===== src/rtl/mse_gf3_pkg.sv =====
package mse_gf3_pkg;
  typedef logic [1:0] trit_t;

  // sum of two ternary digits, 00/01/10 coding
  function automatic trit_t t_add(input trit_t x, input trit_t y);
    logic [2:0] s;
    s = {1'b0, x} + {1'b0, y};
    if (s >= 3'd3) s = s - 3'd3;
    return s[1:0];
  endfunction

  // negation swaps the two bits of the code
  function automatic trit_t t_neg(input trit_t x);
    return {x[0], x[1]};
  endfunction

  function automatic trit_t t_mul(input trit_t x, input trit_t y);
    if (x == 2'b01) return y;
    if (x == 2'b10) return t_neg(y);
    return 2'b00;
  endfunction

  function automatic logic any_bad(input logic [1023:0] v, input int n);
    logic bad;
    bad = 1'b0;
    for (int i = 0; i < n; i++) if (v[2*i +: 2] == 2'b11) bad = 1'b1;
    return bad;
  endfunction
endpackage


===== src/rtl/mse_gf3_dsrc.sv =====
module mse_gf3_dsrc #(
  parameter int M = 97,
  parameter int D = 3
) (
  input  logic           clk,
  input  logic           rst,
  input  logic           load,
  input  logic           shift,
  input  logic           last,
  input  logic [2*M-1:0] a_in,
  output logic [2*D-1:0] dig
);
  localparam int NDIG = (M + D - 1) / D;
  localparam int AW   = 2 * NDIG * D;

  logic [AW-1:0] a_sr;

  always_ff @(posedge clk) begin
    if (rst)        a_sr <= '0;
    else if (load)  a_sr <= AW'(a_in);
    else if (shift) a_sr <= a_sr << (2 * D);
  end

  // trit j of the digit is coefficient D*i + j of a
  assign dig = a_sr[AW-1 -: 2*D];

  p_pad_zero_r9: assert property (@(posedge clk) disable iff (rst)
    last |-> dig == '0);
endmodule


===== src/rtl/mse_gf3_ppg.sv =====
module mse_gf3_ppg
  import mse_gf3_pkg::*;
#(
  parameter int M = 97,
  parameter int D = 3
) (
  input  logic [2*D-1:0]       dig,
  input  logic [2*M-1:0]       b,
  output logic [2*(M+D-1)-1:0] t
);
  localparam int TN = M + D - 1;

  for (genvar n = 0; n < TN; n++) begin : g_coef
    always_comb begin
      trit_t acc;
      acc = 2'b00;
      for (int j = 0; j < D; j++) begin
        if (n - j >= 0 && n - j < M)
          acc = t_add(acc, t_mul(dig[2*j +: 2], b[2*(n-j) +: 2]));
      end
      t[2*n +: 2] = acc;
    end
  end
endmodule


===== src/rtl/mse_gf3_acc.sv =====
module mse_gf3_acc
  import mse_gf3_pkg::*;
#(
  parameter int M = 97,
  parameter int K = 12,
  parameter int D = 3
) (
  input  logic                 clk,
  input  logic                 rst,
  input  logic                 clr,
  input  logic                 en,
  input  logic [2*(M+D-1)-1:0] t,
  output logic [2*(M+D)-1:0]   s_nxt
);
  localparam int SN = M + D;

  logic [2*SN-1:0] s_q;
  logic [2*M-1:0]  r;

  // fold coefficients M..M+D-1 with x^(M+j) = 2x^(K+j) + x^j
  for (genvar n = 0; n < M; n++) begin : g_red
    always_comb begin
      trit_t v;
      v = s_q[2*n +: 2];
      for (int j = 0; j < D; j++) begin
        if (n == j)     v = t_add(v, s_q[2*(M+j) +: 2]);
        if (n == K + j) v = t_add(v, t_neg(s_q[2*(M+j) +: 2]));
      end
      r[2*n +: 2] = v;
    end
  end

  // s_next = t + x^D * (s mod f)
  for (genvar n = 0; n < SN; n++) begin : g_nxt
    always_comb begin
      trit_t v;
      v = 2'b00;
      if (n <= M + D - 2) v = t[2*n +: 2];
      if (n >= D)         v = t_add(v, r[2*(n-D) +: 2]);
      s_nxt[2*n +: 2] = v;
    end
  end

  always_ff @(posedge clk) begin
    if (rst || clr) s_q <= '0;
    else if (en)    s_q <= s_nxt;
  end

  p_acc_codes_r1: assert property (@(posedge clk) disable iff (rst)
    !any_bad(1024'(s_q), SN));
endmodule


===== src/rtl/mse_gf3_mult.sv =====
module mse_gf3_mult #(
  parameter int M = 97,
  parameter int K = 12,
  parameter int D = 3
) (
  input  logic           clk,
  input  logic           rst,
  input  logic           start,
  input  logic [2*M-1:0] a_in,
  input  logic [2*M-1:0] b_in,
  output logic           done,
  output logic [2*M-1:0] result
);
  localparam int NDIG  = (M + D - 1) / D;
  localparam int STEPS = NDIG + 1;
  localparam int CW    = $clog2(STEPS + 1);

  logic                 busy;
  logic [CW-1:0]        cnt;
  logic [2*M-1:0]       b_q;
  logic [2*D-1:0]       dig;
  logic [2*(M+D-1)-1:0] t;
  logic [2*(M+D)-1:0]   s_nxt;
  logic                 last;

  assign last = busy && (cnt == CW'(NDIG));

  mse_gf3_dsrc #(.M(M), .D(D)) u_dsrc (
    .clk(clk), .rst(rst), .load(start), .shift(busy && !start),
    .last(last && !start), .a_in(a_in), .dig(dig)
  );

  mse_gf3_ppg #(.M(M), .D(D)) u_ppg (.dig(dig), .b(b_q), .t(t));

  mse_gf3_acc #(.M(M), .K(K), .D(D)) u_acc (
    .clk(clk), .rst(rst), .clr(start), .en(busy), .t(t), .s_nxt(s_nxt)
  );

  always_ff @(posedge clk) begin
    if (rst) begin
      busy   <= 1'b0;
      cnt    <= '0;
      done   <= 1'b0;
      result <= '0;
      b_q    <= '0;
    end else if (start) begin
      busy <= 1'b1;
      cnt  <= '0;
      done <= 1'b0;
      b_q  <= b_in;
    end else if (busy) begin
      cnt <= cnt + 1'b1;
      if (last) begin
        busy   <= 1'b0;
        done   <= 1'b1;
        result <= s_nxt[2*(M+D)-1 : 2*D];
      end
    end
  end

  // independent cycle count since the last start
  logic [CW-1:0] lat_q;
  always_ff @(posedge clk) begin
    if (rst)                      lat_q <= CW'(STEPS);
    else if (start)               lat_q <= '0;
    else if (lat_q < CW'(STEPS))  lat_q <= lat_q + 1'b1;
  end

  p_latency_r3: assert property (@(posedge clk) disable iff (rst)
    $rose(done) |-> lat_q == CW'(STEPS));
  p_hold_r4: assert property (@(posedge clk) disable iff (rst)
    (done && !start) |=> (done && $stable(result)));
  p_restart_r5: assert property (@(posedge clk) disable iff (rst)
    start |=> !done);
  p_reset_state_r6: assert property (@(posedge clk) disable iff (rst)
    $past(rst) |-> (!done && result == '0));
endmodule


===== config.mk =====
export PLATFORM = sky130hd
export DESIGN_NAME = mse_gf3_mult
export DESIGN_NICKNAME = d
export VERILOG_FILES = /design/src/rtl/mse_gf3_pkg.sv /design/src/rtl/mse_gf3_dsrc.sv /design/src/rtl/mse_gf3_ppg.sv /design/src/rtl/mse_gf3_acc.sv /design/src/rtl/mse_gf3_mult.sv
export SDC_FILE = /design/constraint.sdc
export NUM_CORES = 2
export LEC_CHECK = 0
export BUFFER_PORTS_ARGS = -buffer_cell sky130_fd_sc_hd__buf_2
export CAP_MARGIN = 0
export CORE_ASPECT_RATIO = 1.2
export CORE_MARGIN = 2
export CORE_UTILIZATION = 60
export CTS_CLUSTER_SIZE = 24
export DETAILED_ROUTE_END_ITERATION = 7
export GPL_TIMING_DRIVEN = 0
export PLACE_DENSITY_LB_ADDON = 0.25
export SYNTH_ARGS = -nofsm -noshare
export SYNTH_HDL_FRONTEND = slang
export SYNTH_SLANG_ARGS = --single-unit

===== constraint.sdc =====
create_clock -name clk -period 6.75 [get_ports clk]
set_clock_uncertainty 0.1 [all_clocks]
set_input_delay 0 -clock clk [delete_from_list [all_inputs] [get_ports clk]]
set_output_delay 0 -clock clk [all_outputs]
set_load 0.05 [all_outputs]

Word-level counts from Yosys, hierarchy flattened
Index checks and enable logic that the tools add are counted.

word-level totals
  memory bits (read-only) = 0
  input bits = 391
  register bits = 794
  bits in latches = 0
  memories kept = 0
  RAM bits = 0

cells by class
  add/subtract/negate cells = 689
  multiply operators = 0
  mux-type cells = 1572
  equal/unequal tests = 7
  $lt $le $gt $ge = 394
  bitwise operators = 1
  shift operators = 0
  reduce and logical (&&, ||, !) cells = 8
  div/mod/pow operators = 0

operators by type and width
  operator                                                               number
  2-bit 2-to-1 mux                                                       1558
  2-bit by 2-bit adder with 3-bit output                                 294
  3-bit by 2-bit >= comparator with 1-bit output, second input constant  294
  2-bit subtractor, second input constant                                394
  194-bit 2-to-1 mux                                                     2
  2-bit >= comparator, second input constant                             100
  1-bit 2-to-1 mux                                                       12
  6-bit by 1-bit adder with 6-bit output, second input constant          1
  2-bit by 1-bit == test with 1-bit output, second input constant        3
  2-bit == test, second input constant                                   3
  6-bit == test, second input constant                                   1
  3-bit AND reduction                                                    1
  1-bit logical AND                                                      2
  2-bit AND reduction                                                    1
  2-bit nonzero test                                                     1
  2-bit OR reduction                                                     1
  1-bit logical NOT                                                      1
  1-bit logical OR                                                       1
  1-bit NOT                                                              1

Longest topological paths before layout
  depth after elaboration = 16
  depth in mapped cells = 24
  mapped depth without buffers = 22

Cells and area by module
Synthesis repeated with hierarchy kept, for this count alone.

unflattened totals
  cells, all modules = 6764
  area, all modules = 63225.6 um2

by module, submodules not included
  module        cells each  area an instance (um2)  instances
  mse_gf3_ppg   2394        21304.2                 1
  mse_gf3_acc   1980        17011.3                 1
  mse_gf3_mult  1508        15806.4                 1
  mse_gf3_dsrc  882         9103.7                  1

Least setup slack after synthesis
Ideal clock, no wire load.

  kind = reg2reg
  from = reg u_dsrc.a_sr[194]
  to = reg u_acc.s_q[154]
  data arrival time = 5.319 ns
  stages on the path, launching flop included = 21
  required time = 6.564 ns
  path buffers = 2
  path slack = 1.245 ns
  library setup time = 0.086 ns
  clock period less this slack = 5.505 ns
  cells stage by stage = dfxtp_1 nor2b_1 clkbuf_1 clkbuf_1 a22o_1 ha_1 fa_1 ha_1 or3_1 a21oi_1 ha_1 fa_1 ha_1 or3_1 a21oi_1 ha_1 fa_1 ha_1 nor2_1 mux2_2 a211oi_1

between the ends
  word-level cells in the longest chain between the ends = 14
  elaborated cells between the ends (all ways) = 20

RTL lines
  what                                                                                       line                RTL
  from (decl)                                                                                mse_gf3_dsrc.sv:16  logic [AW-1:0] a_sr;
  from (signal assigned)                                                                     mse_gf3_dsrc.sv:20  else if (load) a_sr <= AW'(a_in);
  from (signal assigned)                                                                     mse_gf3_dsrc.sv:21  else if (shift) a_sr <= a_sr << (2 * D);
  2-bit == test                                                                              mse_gf3_pkg.sv:19   if (x == 2'b10) return t_neg(y);
  1-bit 2-to-1 mux (2 in series)                                                             mse_gf3_pkg.sv:19
  2-bit 2-to-1 mux                                                                           mse_gf3_pkg.sv:20   return 2'b00;
  2-bit 2-to-1 mux (*)                                                                       mse_gf3_pkg.sv:19
  2-bit by 2-bit adder with 3-bit output (*)                                                 mse_gf3_pkg.sv:7    s = {1'b0, x} + {1'b0, y};
  3-bit by 2-bit >= comparator with 1-bit output / 2-bit subtractor (equally long branches)  mse_gf3_pkg.sv:8    if (s >= 3'd3) s = s - 3'd3;
  2-bit 2-to-1 mux (*)                                                                       mse_gf3_pkg.sv:8
  2-bit by 2-bit adder with 3-bit output (*)                                                 mse_gf3_pkg.sv:7
  3-bit by 2-bit >= comparator with 1-bit output / 2-bit subtractor (equally long branches)  mse_gf3_pkg.sv:8
  2-bit 2-to-1 mux (*)                                                                       mse_gf3_pkg.sv:8
  2-bit by 2-bit adder with 3-bit output (*)                                                 mse_gf3_pkg.sv:7
  3-bit by 2-bit >= comparator with 1-bit output / 2-bit subtractor (equally long branches)  mse_gf3_pkg.sv:8
  2-bit 2-to-1 mux (*)                                                                       mse_gf3_pkg.sv:8
  to (signal assigned)                                                                       mse_gf3_acc.sv:46   else if (en) s_q <= s_nxt;
  to (decl)                                                                                  mse_gf3_acc.sv:17   logic [2*SN-1:0] s_q;

Mark *: on every way between the ends. The rest lies on a longest branch, timed or not. The select of a mux whose other input is x is not followed.
A chain may end at the register's enable or synchronous reset.

Final worst setup path
  from = reg u_dsrc.a_sr[195]
  to = reg result[78]

between the ends
  word-level cells in the longest chain between the ends = 14
  elaborated cells between the ends (all ways) = 20

RTL lines
  what                                                                                       line                RTL
  2-bit == test                                                                              mse_gf3_pkg.sv:19
  1-bit 2-to-1 mux (2 in series)                                                             mse_gf3_pkg.sv:19
  2-bit 2-to-1 mux                                                                           mse_gf3_pkg.sv:20
  2-bit 2-to-1 mux (*)                                                                       mse_gf3_pkg.sv:19
  2-bit by 2-bit adder with 3-bit output (*)                                                 mse_gf3_pkg.sv:7
  3-bit by 2-bit >= comparator with 1-bit output / 2-bit subtractor (equally long branches)  mse_gf3_pkg.sv:8
  2-bit 2-to-1 mux (*)                                                                       mse_gf3_pkg.sv:8
  2-bit by 2-bit adder with 3-bit output (*)                                                 mse_gf3_pkg.sv:7
  3-bit by 2-bit >= comparator with 1-bit output / 2-bit subtractor (equally long branches)  mse_gf3_pkg.sv:8
  2-bit 2-to-1 mux (*)                                                                       mse_gf3_pkg.sv:8
  2-bit by 2-bit adder with 3-bit output (*)                                                 mse_gf3_pkg.sv:7
  3-bit by 2-bit >= comparator with 1-bit output / 2-bit subtractor (equally long branches)  mse_gf3_pkg.sv:8
  2-bit 2-to-1 mux (*)                                                                       mse_gf3_pkg.sv:8
  to (signal assigned)                                                                       mse_gf3_mult.sv:56  result <= s_nxt[2*(M+D)-1 : 2*D];
  to (decl)                                                                                  mse_gf3_mult.sv:12  output logic [2*M-1:0] result

Marked as above.

==> run summary <==
Total grt overflow = 0
Total power = 12.9 mW
Min cycle time layout = 6.82 ns
Worst path required time = 7.23 ns
# DRC = 7
Syn nets = 7812
WL final = 293000 µm
Flops & latches, synth = 794
GP Congestion = 1.07
WHS = -0.0438 ns
DRT antenna net count = 0
Chip width = 292 µm
Pwr Density = 179 nW/µm²
Setup tns final = -0.108 ns
Internal Power = 8.76 mW
Reg power frac = 0.398
Final Max Tran Viols = 33
Clock Sinks = 794
Status = finished with violations
Vias per cell = 7.06
CP max FO = 10
Dpl cell area = 64200 µm²
Slew headroom = -0.129
Design Area, Final = 72200 µm²
Final hold violations = 13
Cell taking the most area after synthesis = dfxtp_1
Initial antenna violation count = 23
H-tree depth = 3
Worst slew pin tran = 1.69 ns
Max Clock Freq = 0.147 GHz
Max VDD drop = 0.000195 V
Site Rows = 126
Die area = 102000 µm²
Net Sw Frac = 0.321
Cell Area, Synth = 59700 µm²
Clk pwr share = 0.404
Avg Cell Area, Syn = 9.14 µm²
GR Util All Layers = 0.553
CTS max path bufs = 3
RSZ-0062 raised after global routing = true
Ys async rst share = 0
Clk_lat worst skew = 0.74 ns
Primary FF master, synth = dfxtp_1
Area Growth Syn to Fin = 20.9%
CP endpoint kind = flip-flop
Die Height = 350 µm
Cell with the most instances after synthesis = dfxtp_1
Initial DRT Pass Iterations = 8
Clock Pin Slew Worst Setup and Hold Paths = 0.07 ns
Distinct cell type count after synthesis = 45
Core ar. = 98500 µm²
Clock root buffer = clkbuf_16
Largest net degree at the start of global routing = 14
Hold Path Class = primary input to flip-flop
Yosys Warn Count = 0
Share of total power in combinational logic = 0.198
Post-route setup slack = -0.0667 ns
Via Count = 63.8k
Yosys top cell area share = 0.266
Final Cycle Share = 1.01
Top post-synthesis cells by area = dfxtp_1 (27%), ha_1 (12%), fa_1 (9.9%), a22o_1 (5.6%), mux2_2 (4.6%)
Layout cells sized above 1 = 0.155
Storage cell area = 15900 µm²
Final Setup Violations = 4
Number of port buffers = 583
Worst Path Arrival = 7.30 ns
Top cells by count, synth = dfxtp_1 (794), ha_1 (590), nor2_1 (522), nand2b_1 (436), a21oi_1 (417)
Violated checks = design-rule violations, negative hold slack, max-capacitance violations, max-slew violations, negative setup slack
Final HPWL DP = 213000 µm
Area of the multi-input gates = 41700 µm²
Final nets = 8956
Mapped Cells = 6537
Max Cap Viol = 3
DR iter-0 viols = 7909
Worst Setup Path Type = flip-flop to flip-flop
Io pins = 586
Fill cells = 6996
Global-route wire length before repair = 408000 µm
Switching pwr = 4.13 mW
Postcts setup bufs = 0
Post-synth EDFFs = 0
Initial core utilization = 0.606
Number of CTS-inserted buffers = 85
Wire per inst = 32.4 µm
Startpoint Class = flip-flop
Seq/Total Area, Yosys = 0.266
Leakage = 32.3 nW
Vias in the first global route = 61.1k
CTS tree = done
per-layer routing:
layer / track usage / wire length [µm] / up-vias
met3: 0.216 / 40200 / 2011
met2: 0.813 / 119000 / 5108
li1: - / - / 26800
met5: 0.00891 / 328 / -
met1: 0.581 / 94000 / 29800
met4: 0.599 / 39300 / 24
worst max-delay path: stages (launching register included):
cell	delay, ns
dfxtp_2	0.47
nor2b_1	0.25
clkbuf_2	0.25
clkbuf_1	0.59
a22o_1	0.23
ha_1	0.16
fa_1	0.46
ha_1	0.24
nor2_1	0.13
o21ai_0	0.10
ha_1	0.21
fa_1	0.54
ha_1	0.22
nor2_1	0.07
o21ai_0	0.81
ha_1	0.32
fa_1	0.48
ha_1	0.25
nor2_1	0.13
mux2_2	0.44
a211oi_1	0.26
metrics by stage:
step	setup slack, ns	hold WS, ns	cells	utilization
6_report	-0.0667	-0.0438	9039	0.733
5_1_grt	-0.0565	0.00156	9031	0.732
4_1_cts	0.00950	0.000158	9025	0.731
3_5_place_dp	-0.795	0.141	8400	0.652
3_3_place_gp	-0.608	0.132	8400	0.652
2_1_floorplan	1.25	0.0446	6537	-
worst paths after layout:
path                    start          to  slack [ns]  cells past startpoint
min                  b_in[59]     b_q[59]       -0.04                      4
max reg2reg  u_dsrc.a_sr[195]  result[78]       -0.07                     20
max          u_dsrc.a_sr[195]  result[78]       -0.07                     20
min reg2reg        result[91]  result[91]        0.37                      2
power groups by stage:
| stage | clock network (mW) | logic, mW | registers, mW |
|---|---|---|---|
| 2_1_floorplan | 0 | 1.36 | 5.08 |
| 3_3_place_gp | 0 | 2.07 | 5.19 |
| 3_5_place_dp | 0 | 2.13 | 5.20 |
| 4_1_cts | 5.08 | 2.36 | 5.10 |
| 5_1_grt | 5.30 | 2.65 | 5.12 |
| 6_report | 5.21 | 2.56 | 5.13 |
what timing repair did:
action                                 in CTS  in global routing
resized for setup                          87                 82
hold buffers                              471                  1
gates cloned                                0                  0
setup endpoints to repair                 283                243
endpoints found under the hold margin     388                  1
cells by family (layout without fill, tap and decap cells):
family / Yosys count / count (layout) / synth area share
AND/OR/NAND/NOR: 1968 / 1968 / 0.165
multiplexers: 444 / 444 / 0.0795
other: 0 / 11 / 0
AO/OA/AOI/OAI: 1945 / 1945 / 0.231
XOR/XNOR: 4 / 4 / 0.000587
flip-flops: 794 / 794 / 0.266
buffers and inverters: 498 / 1709 / 0.0352
adder cells (fa/ha/maj): 884 / 884 / 0.222
placed cells by master (no fill, tap or decap), types with 14 or more instances in the layout:
master	count
or3_1	75
o22ai_1	193
clkbuf_8	15
inv_1	80
nand2b_1	436
a211oi_1	197
clkbuf_1	207
clkinv_2	14
nor2b_1	21
o21ai_1	17
clkbuf_16	86
nand2_1	385
mux2_2	244
dlygate4sd3_1	472
a21oi_1	414
mux2i_1	200
o32a_1	148
buf_4	19
o32ai_1	93
buf_2	701
a21o_1	42
nor2_1	522
ha_1	590
o21ai_0	218
nand3b_1	173
o211ai_1	123
nor3_1	331
dfxtp_1	790
clkbuf_2	51
clkbuf_4	22
o21a_1	34
fa_1	294
o31a_1	53
a22o_1	380
state kept, by name, indices dropped and copies added (netlist names):
| register | flops |
|---|---|
| u_dsrc.a_sr | 198 |
| result | 194 |
| busy | 1 |
| done | 1 |
| cnt | 6 |
| u_acc.s_q | 200 |
| b_q | 194 |
final cells by class:
type,instances,share of cell area
antenna,11,0.000381
buffer,417,0.0271
clock buffer,117,0.0335
clock inverter,37,0.00764
inverter,81,0.00421
multi-input combinational,5245,0.578
sequential,794,0.220
tap,1280,0.0222
timing repair buffer,1057,0.106
Power figures use the tool's default switching activity.
